## src/rtl/irqc_pkg.sv

```systemverilog
`timescale 1ns/1ps
package irqc_pkg;
    localparam int LVL_W = 2;

    typedef enum logic [LVL_W-1:0] {
        LVL_OFF  = 2'd0,
        LVL_LOW  = 2'd1,
        LVL_MID  = 2'd2,
        LVL_HIGH = 2'd3
    } lvl_e;
endpackage

```

## src/rtl/irqc_req_reg.sv

```systemverilog
`timescale 1ns/1ps
// Sticky pending-request register: sets dominate clears.
module irqc_req_reg #(
    parameter int N_SRC = 8
) (
    input  logic             clk,
    input  logic             rst_n,
    input  logic [N_SRC-1:0] src_pulse,
    input  logic [N_SRC-1:0] set_mask,
    input  logic [N_SRC-1:0] clr_mask,
    output logic [N_SRC-1:0] pend_q
);
    typedef struct packed {
        logic [N_SRC-1:0] pend;
    } st_t;

    st_t st_d, st_q;

    always_comb begin
        st_d = st_q;
        // clear first, then apply sets so that no event is lost
        st_d.pend = (st_q.pend & ~clr_mask) | src_pulse | set_mask;
    end

    always_ff @(posedge clk) begin
        if (!rst_n) st_q <= '0;
        else        st_q <= st_d;
    end

    assign pend_q = st_q.pend;

    // a pulse is captured at the next edge
    a_r4_pulse_captured: assert property (@(posedge clk) disable iff (!rst_n)
        (|src_pulse) |=> ((pend_q & $past(src_pulse)) == $past(src_pulse)));

    // a software set is captured even if cleared in the same cycle
    a_r9_set_beats_clear: assert property (@(posedge clk) disable iff (!rst_n)
        (|set_mask) |=> ((pend_q & $past(set_mask)) == $past(set_mask)));

    // a clear without a competing set empties the bit
    a_r6_clear_takes: assert property (@(posedge clk) disable iff (!rst_n)
        ((|clr_mask) && !(|(set_mask | src_pulse))) |=> ((pend_q & $past(clr_mask)) == '0));

    // without a clear, a pending bit is never lost
    a_r4_sticky: assert property (@(posedge clk) disable iff (!rst_n)
        (clr_mask == '0) |=> ((pend_q & $past(pend_q)) == $past(pend_q)));
endmodule

```

## src/rtl/irqc_arbiter.sv

```systemverilog
`timescale 1ns/1ps
// Level-then-index winner selection over the pending bits.
module irqc_arbiter #(
    parameter int N_SRC = 8,
    parameter int ID_W  = $clog2(N_SRC)
) (
    input  logic [N_SRC-1:0]                 pend,
    input  logic [N_SRC*irqc_pkg::LVL_W-1:0] lvl_cfg,
    output logic                             found,
    output logic [ID_W-1:0]                  win_id
);
    import irqc_pkg::*;

    logic [LVL_W-1:0] lvl_a [N_SRC];
    logic [LVL_W-1:0] best_lvl;

    for (genvar g = 0; g < N_SRC; g++) begin : g_unpack
        assign lvl_a[g] = lvl_cfg[g*LVL_W +: LVL_W];
    end

    always_comb begin
        best_lvl = LVL_OFF;
        win_id   = '0;
        // ascending scan with strict compare keeps the lowest index on ties
        for (int i = 0; i < N_SRC; i++) begin
            if (pend[i] && (lvl_a[i] > best_lvl)) begin
                best_lvl = lvl_a[i];
                win_id   = ID_W'(i);
            end
        end
        found = (best_lvl != LVL_OFF);
    end

    always_comb begin
        if (found) begin
            a_r1_winner_enabled: assert (pend[win_id] && (lvl_a[win_id] != LVL_OFF));
        end
        for (int i = 0; i < N_SRC; i++) begin
            if (found && pend[i]) begin
                a_r2_no_higher_level: assert (lvl_a[i] <= lvl_a[win_id]);
                a_r3_lowest_index_on_tie: assert (!((lvl_a[i] == lvl_a[win_id]) && (ID_W'(i) < win_id)));
            end
            if (!found) begin
                a_r1_none_missed: assert (!(pend[i] && (lvl_a[i] != LVL_OFF)));
            end
        end
    end
endmodule

```

## src/rtl/prio_irq_ctrl.sv

```systemverilog
`timescale 1ns/1ps
module prio_irq_ctrl #(
    parameter int N_SRC = 8,
    localparam int ID_W = $clog2(N_SRC)
) (
    input  logic                   clk,
    input  logic                   rst_n,
    input  logic                   glb_en,
    input  logic [2*N_SRC-1:0]     lvl_cfg,
    input  logic [N_SRC-1:0]       src_pulse,
    input  logic                   set_wr,
    input  logic [N_SRC-1:0]       set_data,
    input  logic                   clr_wr,
    input  logic [N_SRC-1:0]       clr_data,
    input  logic                   ack,
    output logic [N_SRC-1:0]       pend_bits,
    output logic                   irq_out,
    output logic [ID_W-1:0]        irq_id
);
    typedef struct packed {
        logic            irq;
        logic [ID_W-1:0] id;
    } out_t;

    out_t             out_d, out_q;
    logic [N_SRC-1:0] set_mask, clr_mask, ack_mask;
    logic             found;
    logic [ID_W-1:0]  win_id;

    assign set_mask = set_wr ? set_data : '0;
    assign ack_mask = (ack && out_q.irq) ? (N_SRC'(1) << out_q.id) : '0;
    assign clr_mask = (clr_wr ? clr_data : '0) | ack_mask;

    irqc_req_reg #(.N_SRC(N_SRC)) u_req (
        .clk       (clk),
        .rst_n     (rst_n),
        .src_pulse (src_pulse),
        .set_mask  (set_mask),
        .clr_mask  (clr_mask),
        .pend_q    (pend_bits)
    );

    irqc_arbiter #(.N_SRC(N_SRC), .ID_W(ID_W)) u_arb (
        .pend    (pend_bits),
        .lvl_cfg (lvl_cfg),
        .found   (found),
        .win_id  (win_id)
    );

    always_comb begin
        out_d     = out_q;
        out_d.irq = glb_en && found;
        out_d.id  = (glb_en && found) ? win_id : '0;
    end

    always_ff @(posedge clk) begin
        if (!rst_n) out_q <= '0;
        else        out_q <= out_d;
    end

    assign irq_out = out_q.irq;
    assign irq_id  = out_q.id;

    // global enable low silences the output at the next edge
    a_r8_gate: assert property (@(posedge clk) disable iff (!rst_n)
        !glb_en |=> (!irq_out && (irq_id == '0)));

    // an asserted output follows a nonzero pending register one cycle earlier
    a_r10_registered: assert property (@(posedge clk) disable iff (!rst_n)
        irq_out |-> ($past(pend_bits) != '0));

    // acknowledge clears the presented source when nothing sets it again
    a_r5_ack_clears: assert property (@(posedge clk) disable iff (!rst_n)
        (ack && irq_out && !set_wr && (src_pulse == '0)) |=> !pend_bits[$past(irq_id)]);
endmodule

```

## config.mk

```make
export PLATFORM = sky130hd
export DESIGN_NAME = prio_irq_ctrl
export DESIGN_NICKNAME = d
export VERILOG_FILES = /design/src/rtl/irqc_pkg.sv /design/src/rtl/irqc_req_reg.sv /design/src/rtl/irqc_arbiter.sv /design/src/rtl/prio_irq_ctrl.sv
export SDC_FILE = /design/constraint.sdc
export NUM_CORES = 1
export LEC_CHECK = 0
export BUFFER_PORTS_ARGS = -buffer_cell sky130_fd_sc_hd__buf_2
export CAP_MARGIN = 20
export CORE_MARGIN = 2
export CORE_UTILIZATION = 42
export CTS_CLUSTER_DIAMETER = 50
export DETAILED_ROUTE_END_ITERATION = 6
export GPL_TIMING_DRIVEN = 1
export PLACE_DENSITY = 0.77
export SYNTH_ARGS = -nofsm -noshare
export SYNTH_HDL_FRONTEND = slang
export SYNTH_SLANG_ARGS = --single-unit
```

## constraint.sdc

```tcl
create_clock -name clk -period 8.72 [get_ports clk]
set_input_delay 0.436 -clock clk [delete_from_list [all_inputs] [get_ports clk]]
set_output_delay 0.436 -clock clk [all_outputs]
set_load 0.005 [all_outputs]
```

Yosys cells after proc, flatten, opt, wreduce, memory -nomap -nowiden

Cells that the tools add are included.

Register bits: 12
Bits of input ports: 46
Output and inout bits: 12

Bitwise operators: 5
Shift-type cells: 1
Multiplexer cells: 18
Reductions and logical operators: 12
$lt $le $gt $ge: 8

Operator list:

| cell                                                                 | count |
|---|---|
| 8-bit 2-to-1 mux                                                     | 3 |
| 8-bit bitwise OR                                                     | 3 |
| 2-bit 2-to-1 mux                                                     | 10 |
| 2-bit > comparator                                                   | 7 |
| 3-bit 2-to-1 mux                                                     | 4 |
| 1-bit logical AND                                                    | 10 |
| 8-bit bitwise AND                                                    | 1 |
| 8-bit inverter                                                       | 1 |
| 1-bit by 3-bit left shift with 8-bit output, first input constant    | 1 |
| 2-bit by 1-bit > comparator with 1-bit output, second input constant | 1 |
| 2-bit AND reduction                                                  | 1 |
| 2-bit nonzero test                                                   | 1 |
| 1-bit 2-to-1 mux                                                     | 1 |

Logic depth before layout (Yosys ltp)

Gate-level depths: netlist of the first run.

Word-level depth: 27
Mapped depth: 43

Modules after synthesis

From an unflattened synthesis of the first run, not the netlist that was laid out.

Cells, all modules: 148
Area total of the unflattened synthesis: 1257.5 um2

By module, submodules not included:

| module        | area an instance (um2) | cells each | times used |
|---|---|---|---|
| irqc_arbiter  | 694.4                  | 87         | 1 |
| irqc_req_reg  | 285.3                  | 25         | 1 |
| prio_irq_ctrl | 277.8                  | 36         | 1 |

Worst setup path after synthesis of the first run

OpenSTA, ideal clock, no wires.

Path type: input -> register
Start point: input port lvl_cfg[1]
End point: register out_q (netlist bit irq_id[2])
Path buffers: 1
Stages on the path: 43
Data arrival time: 8420 ps
Setup slack: 181 ps
Cell sequence: and2_1 -> buf_2 -> inv_1 -> ha_1 -> and2b_4 -> o21ai_4 -> mux2_4 -> ha_1 -> nor2_1 -> nand2_1 -> a221oi_2 -> a311oi_2 -> nor2_1 -> ha_1 -> nor2_1 -> nand3_1 -> a221o_2 -> nand2_1 -> [7 not listed] -> or2_1 -> inv_1 -> ha_1 -> nor2_1 -> and3_1 -> o31ai_2 -> mux2i_1 -> ha_1 -> nor2b_1 -> o211ai_1 -> mux2_2 -> and2_1 -> ha_1 -> nand2_1 -> o211ai_1 -> o311ai_0 -> a41o_1 -> nor2_1

Longest elaborated chain between the ends: 27
Elaborated cells on any way between the ends: 31
Classes of those cells: 8 x order compare; 12 x mux; 11 x reduce/logical

Ends and longest elaborated chain:

| element                                       | line                | source |
|---|---|---|
| from (decl)                                   | prio_irq_ctrl.sv:9  | `input logic [2*N_SRC-1:0] lvl_cfg,` |
| 2-bit by 1-bit > comparator with 1-bit output | irqc_arbiter.sv:26  | `if (pend[i] && (lvl_a[i] > best_lvl)) begin` |
| 1-bit logical AND                             | irqc_arbiter.sv:26  |  |
| 2-bit 2-to-1 mux *                            | irqc_arbiter.sv:26  |  |
| 2-bit > comparator                            | irqc_arbiter.sv:26  |  |
| 1-bit logical AND                             | irqc_arbiter.sv:26  |  |
| 2-bit 2-to-1 mux *                            | irqc_arbiter.sv:26  |  |
| 2-bit > comparator                            | irqc_arbiter.sv:26  |  |
| 1-bit logical AND                             | irqc_arbiter.sv:26  |  |
| [11 not listed]                               | -                   |  |
| 1-bit logical AND                             | irqc_arbiter.sv:26  |  |
| 2-bit 2-to-1 mux                              | irqc_arbiter.sv:26  |  |
| 2-bit > comparator                            | irqc_arbiter.sv:26  |  |
| 1-bit logical AND                             | irqc_arbiter.sv:26  |  |
| 2-bit 2-to-1 mux                              | irqc_arbiter.sv:26  |  |
| 2-bit nonzero test                            | irqc_arbiter.sv:31  | `found = (best_lvl != LVL_OFF);` |
| 1-bit logical AND                             | prio_irq_ctrl.sv:53 | `out_d.id = (glb_en && found) ? win_id : '0;` |
| 2-bit AND reduction (no source line)          | -                   |  |
| to (signal assigned)                          | prio_irq_ctrl.sv:58 | `else out_q <= out_d;` |
| to (decl)                                     | prio_irq_ctrl.sv:25 | `out_t out_d, out_q;` |

Every way passes the cells marked *; elsewhere a longest branch is shown, timed or not.
A chain may end at the register's enable or synchronous reset.

Worst setup path in the final report of the first run

Start point: register u_req.st_q (netlist bit u_req.pend_q[0])
End point: register out_q (netlist bit irq_id[2])

Longest elaborated chain between the ends: 26
Elaborated cells on any way between the ends: 30
Classes of those cells: 7 x order compare; 12 x mux; 11 x reduce/logical

Ends and longest elaborated chain:

| element                              | line                | source |
|---|---|---|
| from (decl)                          | irqc_req_reg.sv:17  | `st_t st_d, st_q;` |
| from (signal assigned)               | irqc_req_reg.sv:27  | `else st_q <= st_d;` |
| 1-bit logical AND *                  | irqc_arbiter.sv:26  |  |
| 2-bit 2-to-1 mux *                   | irqc_arbiter.sv:26  |  |
| 2-bit > comparator                   | irqc_arbiter.sv:26  |  |
| 1-bit logical AND                    | irqc_arbiter.sv:26  |  |
| 2-bit 2-to-1 mux *                   | irqc_arbiter.sv:26  |  |
| 2-bit > comparator                   | irqc_arbiter.sv:26  |  |
| 1-bit logical AND                    | irqc_arbiter.sv:26  |  |
| 2-bit 2-to-1 mux *                   | irqc_arbiter.sv:26  |  |
| [10 not listed]                      | -                   |  |
| 1-bit logical AND                    | irqc_arbiter.sv:26  |  |
| 2-bit 2-to-1 mux                     | irqc_arbiter.sv:26  |  |
| 2-bit > comparator                   | irqc_arbiter.sv:26  |  |
| 1-bit logical AND                    | irqc_arbiter.sv:26  |  |
| 2-bit 2-to-1 mux                     | irqc_arbiter.sv:26  |  |
| 2-bit nonzero test                   | irqc_arbiter.sv:31  |  |
| 1-bit logical AND                    | prio_irq_ctrl.sv:53 |  |
| 2-bit AND reduction (no source line) | -                   |  |

Marks and branches as above.

==> results.txt, run 1 <==
The run finished with clean final reports. Counting flops with an async set or reset pin after synthesis yields a share of 0%. After synthesis the cells add up to 1210 µm². Entering global routing, the biggest net connects 10 pins.

The floorplan step defined a core boundary enclosing 2760 µm². Once the floorplan was initialized, standard cells occupied 44.0% of the core. A synthesized cell averages 8.04 µm².

The pre-antenna-repair detailed-routing pass consisted of 4 iterations. Detailed placement finished with a half-perimeter wire length of 2670 µm. The tightest min-delay check is of the input pin to register type.

The number of global-route vias before repair was 1312. Counting tap cells, the placed design contains a total of 242 instances. The tools report the highest achievable clock rate as 0.124 GHz.

The logs give 0.836 for the global placement routability congestion and 207 for the net count of the mapped netlist. STA classifies the critical path endpoint as a register. In the final routed layout, each cell accounts on average for 12.7 µm.

The count of unresolved DRC violations after routing was 0. The finished cells cover 1630 µm². The worst pin sits at a relative slew slack of 72.2%. The number of register bits inferred by synthesis is 12.

Across the run, the number of max-cap violations was 0. The final hold violation count is 0, and the maximum fanout along the worst path is 5. The first routing iteration left 34 violations. After detailed routing, the number of vias per cell comes to 5.58. For this run, the slowest stage of the critical path takes 0.38 ns. The placed instances occupy a cell area of 1570 µm². The run gives 58 as the number of top-level pins.

Buffers inserted during clock tree synthesis total 3. Power spread over the standard cell area amounts to 136 nW/µm². 0 antenna diodes ended up in the layout. After synthesis, flip-flops and latches occupy 19.8% of the total area. The worst path meets setup with 0.641 ns of slack. Clock tree synthesis found a total of 12 sinks. The critical path launch point type was a register. The later pin in the worst-skew pair is clocked with a latency of 0.27 ns.

Leaving out fill and tap cells, the most frequent cells in the layout are sky130_fd_sc_hd__buf_2, sky130_fd_sc_hd__nand2_1, sky130_fd_sc_hd__dfxtp_1, sky130_fd_sc_hd__a21oi_1. The final critical-path required period is 8.08 ns. Counting flops with a built-in enable in the synthesized netlist gives 0.

For the row count, the log shows 19. The run gives 20.0% as the all-layer global routing usage. The Yosys step of the flow raised 0 warnings. Data arrives at the worst endpoint at 8.24 ns.

The die is 57.8 µm wide. The overall overflow remaining after global route was 0. The layout has 277 filler cells.

Setup violations remaining at the end of the flow were counted as 0. The number of hold buffers added after cts was 0; the data required time of the critical path was 8.88 ns. TritonCTS built the clock tree. The area of the die was 3340 µm². The critical path in this run is classified as register to register. The most used flip-flop cell after synthesis is sky130_fd_sc_hd__dfxtp_1.

The highest-delay cell along the critical path was sky130_fd_sc_hd__mux2_2. Measured on the finished design, the core utilization comes to 59.0%. The ratio of cells with drive above 1 in the final layout was 39.6%. In the final design database the tool counted 274 nets. Share of the cycle needed by the critical path after routing: 92.7%. The port buffer count was 57. The tree is rooted in a sky130_fd_sc_hd__clkbuf_4. Most common cell after layout, fill and taps aside: sky130_fd_sc_hd__buf_2.

The longest clock path from root to sink contains 2 buffers. Clock-pin slew was measured on the worst setup and hold paths at 0.07 ns. Initial antenna violation count: 0.

Clock skew after layout: 0.00182 ns. Detailed-route via count: 1383. The overall routed net length was 3150 µm. The cell occurring most often along the worst timing path was sky130_fd_sc_hd__ha_1. After the flow finishes, the layout carries non-filler instances totaling 248. Timing analysis after detailed placement gives a worst setup slack of 0.305 ns. Static leakage: 0.795 nW. The number of H-tree branching levels was 1. The area added between synthesis and finish is 34.0%. The first global-routing pass estimated 5390 µm of wire. The final count of pins violating max slew is 0.

The number of different library cells used by synthesis comes to 44. The synthesized instance count was 151; the floorplan die height was 57.8 µm. For the pin with the worst max-slew slack, the measured transition is 0.414 ns. The logs give 0 for the residual antenna-violating net count after detailed routing and 0.115 mV for the worst vdd rail ir drop.
## path summary, 6_finish.rpt
kind | startpoint | to | slack [ns] | depth (start not counted)
max reg2reg | u_req.pend_q[0] | irq_id[2] | 0.64 | 43
max | u_req.pend_q[0] | irq_id[2] | 0.64 | 43
min reg2reg | u_req.pend_q[1] | u_req.pend_q[1] | 0.52 | 2
min | src_pulse[0] | u_req.pend_q[0] | 0.45 | 3
## synthesized netlist by cell type, types with 3 or more instances
cell                       number  share of area [%]
sky130_fd_sc_hd__nand2_1       19                5.9
sky130_fd_sc_hd__dfxtp_1       12                 20
sky130_fd_sc_hd__a21oi_1       11                4.5
sky130_fd_sc_hd__ha_1          10                 10
sky130_fd_sc_hd__inv_1         10                3.1
sky130_fd_sc_hd__nor2_1         9                2.8
sky130_fd_sc_hd__o211ai_1       9                5.6
sky130_fd_sc_hd__a21boi_0       8                4.9
sky130_fd_sc_hd__nand3_1        7                2.9
sky130_fd_sc_hd__and2_1         4                2.1
sky130_fd_sc_hd__o311ai_0       4                2.9
sky130_fd_sc_hd__a211oi_1       3                1.9
sky130_fd_sc_hd__o21ai_0        3                1.2
## state kept, by name, indices dropped and copies added, names as in the netlist
signal and flops:
u_req.pend_q 8, irq_id 3, irq_out 1
## where the power goes
part	leakage [nW]	internal, mW	switching, mW
clock network	0.0210	0.0254	0.0187
logic	0.674	0.0555	0.0554
registers	0.100	0.0603	0.00660
## worst max-delay path: cells and delay by family, from the launching register on
family / cells / cell delay, ns
compound gates: 14 / 2.70
simple gates: 16 / 1.98
fa+ha+maj: 7 / 1.67
mux: 3 / 0.95
flops: 1 / 0.37
buf+inv: 3 / 0.30
## routing by layer
layer	global-route usage [%]	vias up	routed length, µm
met5	0	-	0
li1	-	714	-
met1	25.0	633	1430
met2	36.0	36	1590
met4	3.65	0	0
met3	3.57	0	129
## stage by stage
| stage | TNS, ns | power (mW) | hold WS [ns] |
|---|---|---|---|
| 2_1_floorplan | 0 | 0.140 | 0.502 |
| 3_3_place_gp | 0 | 0.175 | 0.509 |
| 3_5_place_dp | 0 | 0.177 | 0.514 |
| 4_1_cts | 0 | 0.222 | 0.451 |
| 5_1_grt | -0.0202 | 0.243 | 0.449 |
| 6_report | 0 | 0.222 | 0.451 |
## area by class of cell
class	instances	area, µm²	share of cell area (%)
multi-input cells	125	921	56.6
repair buffers	66	353	21.7
flip-flops and latches	12	240	14.8
well taps	31	38.8	2.38
inverters	10	37.5	2.31
clock buffers	4	36.3	2.23
## logic make-up after synthesis
logic type	after synthesis	share of synthesized area, %
flip-flops	12	19.8
adder cells (fa/ha/maj)	12	12.0
AO/OA/AOI/OAI	59	40.4
buffers and inverters	14	4.54
AND/OR/NAND/NOR	51	20.3
multiplexers	3	2.99
## repair_timing
action                     4_1_cts  5_1_grt
setup endpoints to repair        0        4
gates resized for setup          0        1
setup buffers                    0        2
Note: power is estimated with default switching activity, not from simulation.
==> inputs of run 2 (changes only) <==
--- a/config.mk
+++ b/config.mk
@@ -8,11 +8,12 @@
 export BUFFER_PORTS_ARGS = -buffer_cell sky130_fd_sc_hd__buf_2
 export CAP_MARGIN = 20
 export CORE_MARGIN = 2
-export CORE_UTILIZATION = 42
+export CORE_UTILIZATION = 46
 export CTS_CLUSTER_DIAMETER = 50
 export DETAILED_ROUTE_END_ITERATION = 6
+export GPL_ROUTABILITY_DRIVEN = 0
 export GPL_TIMING_DRIVEN = 1
-export PLACE_DENSITY = 0.77
+export PLACE_DENSITY = 0.8
 export SYNTH_ARGS = -nofsm -noshare
 export SYNTH_HDL_FRONTEND = slang
 export SYNTH_SLANG_ARGS = --single-unit
==> constraint.sdc (replaced) <==
create_clock -name clk -period 7.7 [get_ports clk]
set_input_delay 0.385 -clock clk [delete_from_list [all_inputs] [get_ports clk]]
set_output_delay 0.385 -clock clk [all_outputs]
set_load 0.005 [all_outputs]
==> results.txt, run 2 (same netlist as run 1, synthesis figures left out) <==
Setup repair after global routing could not meet its margin everywhere. The starting density of the core came out at 48.5%. The tightest min-delay check is of the input pin to register type. Of all nets on the critical path, the largest fanout is 4.

The detailed router finished its first iteration with 47 violations. The worst reg-to-reg path cell count was 43; the port buffer count was 57. TritonCTS built the clock tree.

The critical path launch point type was a register. The critical path is of the register to register type. The standard cell core area was 2500 µm²; the worst hold margin was 0.392 ns. For the final routed database, the setup TNS stands at -0.540 ns. Leaving out fill and tap cells, the most frequent cell in the layout is sky130_fd_sc_hd__buf_2. The number of buffers between clock root and the deepest sink came out at 2.

The analysis attributes to cell leakage a power of 0.916 nW. Summed over all layers, the global routing overflow is 0. The area growth from synthesis to layout is 59.6%. Once detail routing completed, the nets flagged for antenna violations numbered 0. Pin placement for this block handled 58 I/O pins. The run gives 1491 as the number of global-route vias before repair. Leaving out fill and tap cells, the most frequent cells in the layout are sky130_fd_sc_hd__buf_2, sky130_fd_sc_hd__buf_4, sky130_fd_sc_hd__nand2_1, sky130_fd_sc_hd__a21oi_1, sky130_fd_sc_hd__dfxtp_1. The first detailed-routing pass took 4 iterations. Dividing total power by cell area gives a power density of 163 nW/µm². Summing all placed instances gives a cell area of 1720 µm². Overall routed net length: 3880 µm.

The detailed-route via count was 1584. The via-per-instance ratio is 5.93. Ratio of cells with drive above 1 in the final layout: 55.3%. On the final layout, the worst clock skew is 0.00169 ns. In this run, CTS created clock tree buffers numbering 3. Final routed wire length divided by cell count: 14.5 µm. The tool flagged a number of max-cap violations equal to 0. The flow ran to the end, but the final reports show violations. The checks that failed: setup timing. The first global-routing pass estimated 6230 µm of wire. The area of the die is 3070 µm². For the pin with the worst max-slew slack, the measured transition is 0.396 ns. The HPWL after detailed placement is 2980 µm. STA classifies the critical path endpoint as a register. 0 antenna diodes ended up in the layout. The register with the most flip-flops in the layout has 8 of them. The final hold violation count came out at 0. For this design, the sink count on the clock tree is 12. The worst hold path was traced through 3 stages.

For this design, the slowest cell found on the critical path is sky130_fd_sc_hd__a221o_2. The final count of pins violating max slew came out at 0. The worst path needs 7.84 ns of the cycle, external delays included. In the routed design, unresolved DRC markers number 0. Entering global routing, the biggest net connects 10 pins.

The tools report the number of H-tree branching levels as 1. In this run the most critical hold path is launched from src_pulse[5]. In this run the tightest slew margin relative to its limit is 73.5%.

Worst setup path startpoint: u_req.pend_q[0]. Data arrives at the worst endpoint at 8.01 ns. The tools report the row count as 18.

In this run the horizontal extent of the chip is 55.4 µm. Data required time of the critical path: 7.87 ns. The startpoint identified for the worst register-to-register timing path is u_req.pend_q[0]. For the post-layout net count, the log shows 294.

The longest individual stage delay on the worst path is 0.38 ns, and the highest achievable clock rate is 0.127 GHz. The floorplan step set the die height to 55.4 µm. The worst-case IR drop observed on VDD is 0.143 mV. The initial antenna violation count was 0. At the later pin of the worst-skew pair, clock insertion delay measures 0.28 ns.

Cells fill 77.5% of the core in the end. The number of hold buffers added after cts came out at 0. Once layout is done, the placed cells without fillers occupy 1940 µm². The share of the cycle needed by the critical path after routing works out to 102%. In this run the clock root is driven by a sky130_fd_sc_hd__clkbuf_4. After clock tree synthesis, the clock-pin slew on the worst setup and hold paths is 0.07 ns. The tools report the total of endpoints with negative setup slack in the final report as 4. The logs give 24.7% for the all-layer global routing usage and -0.144 ns for the minimum setup slack in the final design.
-- run 2: timing repair --
action / in CTS / in global routing
setup endpoints to repair: 4 / 4
setup buffers: 6 / 9
gates resized for setup: 5 / 13
pin swaps: 25 / 32
-- run 2: report_power, final --
part | internal, mW | leakage (nW) | switching [mW]
clock network | 0.0288 | 0.0210 | 0.0214
registers | 0.0683 | 0.100 | 0.00766
logic | 0.102 | 0.795 | 0.0875
total | 0.199 | 0.916 | 0.117
-- run 2: final timing paths --
kind	slack [ns]	end
max	-0.14	irq_id[0]
min	0.39	u_req.pend_q[5]
max reg2reg	-0.14	irq_id[0]
min reg2reg	0.53	u_req.pend_q[1]
-- run 2: area by class of cell --
type | instances | area, µm²
clock buffer | 4 | 36.3
fill | 183 | 563
inverter | 10 | 40.0
multi-input combinational | 125 | 1070
sequential | 12 | 241
tap | 30 | 37.5
timing repair buffer | 86 | 507
-- run 2: metrics by stage --
stage,setup slack (ns),total power [mW],instances
after CTS,0.0187,0.287,258
after global routing,-0.487,0.335,267
after global placement,-0.0790,0.220,248
after floorplan,-0.244,0.175,151
final,-0.144,0.316,267
after detailed placement,-0.308,0.228,248
-- run 2: metal layers --
| metal | vias to the layer above | GRT usage [%] | routed length [µm] |
|---|---|---|---|
| met4 | 0 | 6.97 | 46 |
| met1 | 755 | 28.4 | 1510 |
| li1 | 757 | - | - |
| met5 | - | 0 | 0 |
| met2 | 64 | 45.4 | 2090 |
| met3 | 8 | 5.15 | 231 |
-- run 2: worst max-delay path: cells and delay by family, from the launching register on --
kind                       cells  cell delay (ns)
AOI/OAI and AO/OA             13             2.57
adders and majority gates      7             1.81
and+or+nand+nor               15             1.72
buffers and inverters          6             0.71
muxes                          2             0.56
DFF                            1             0.34
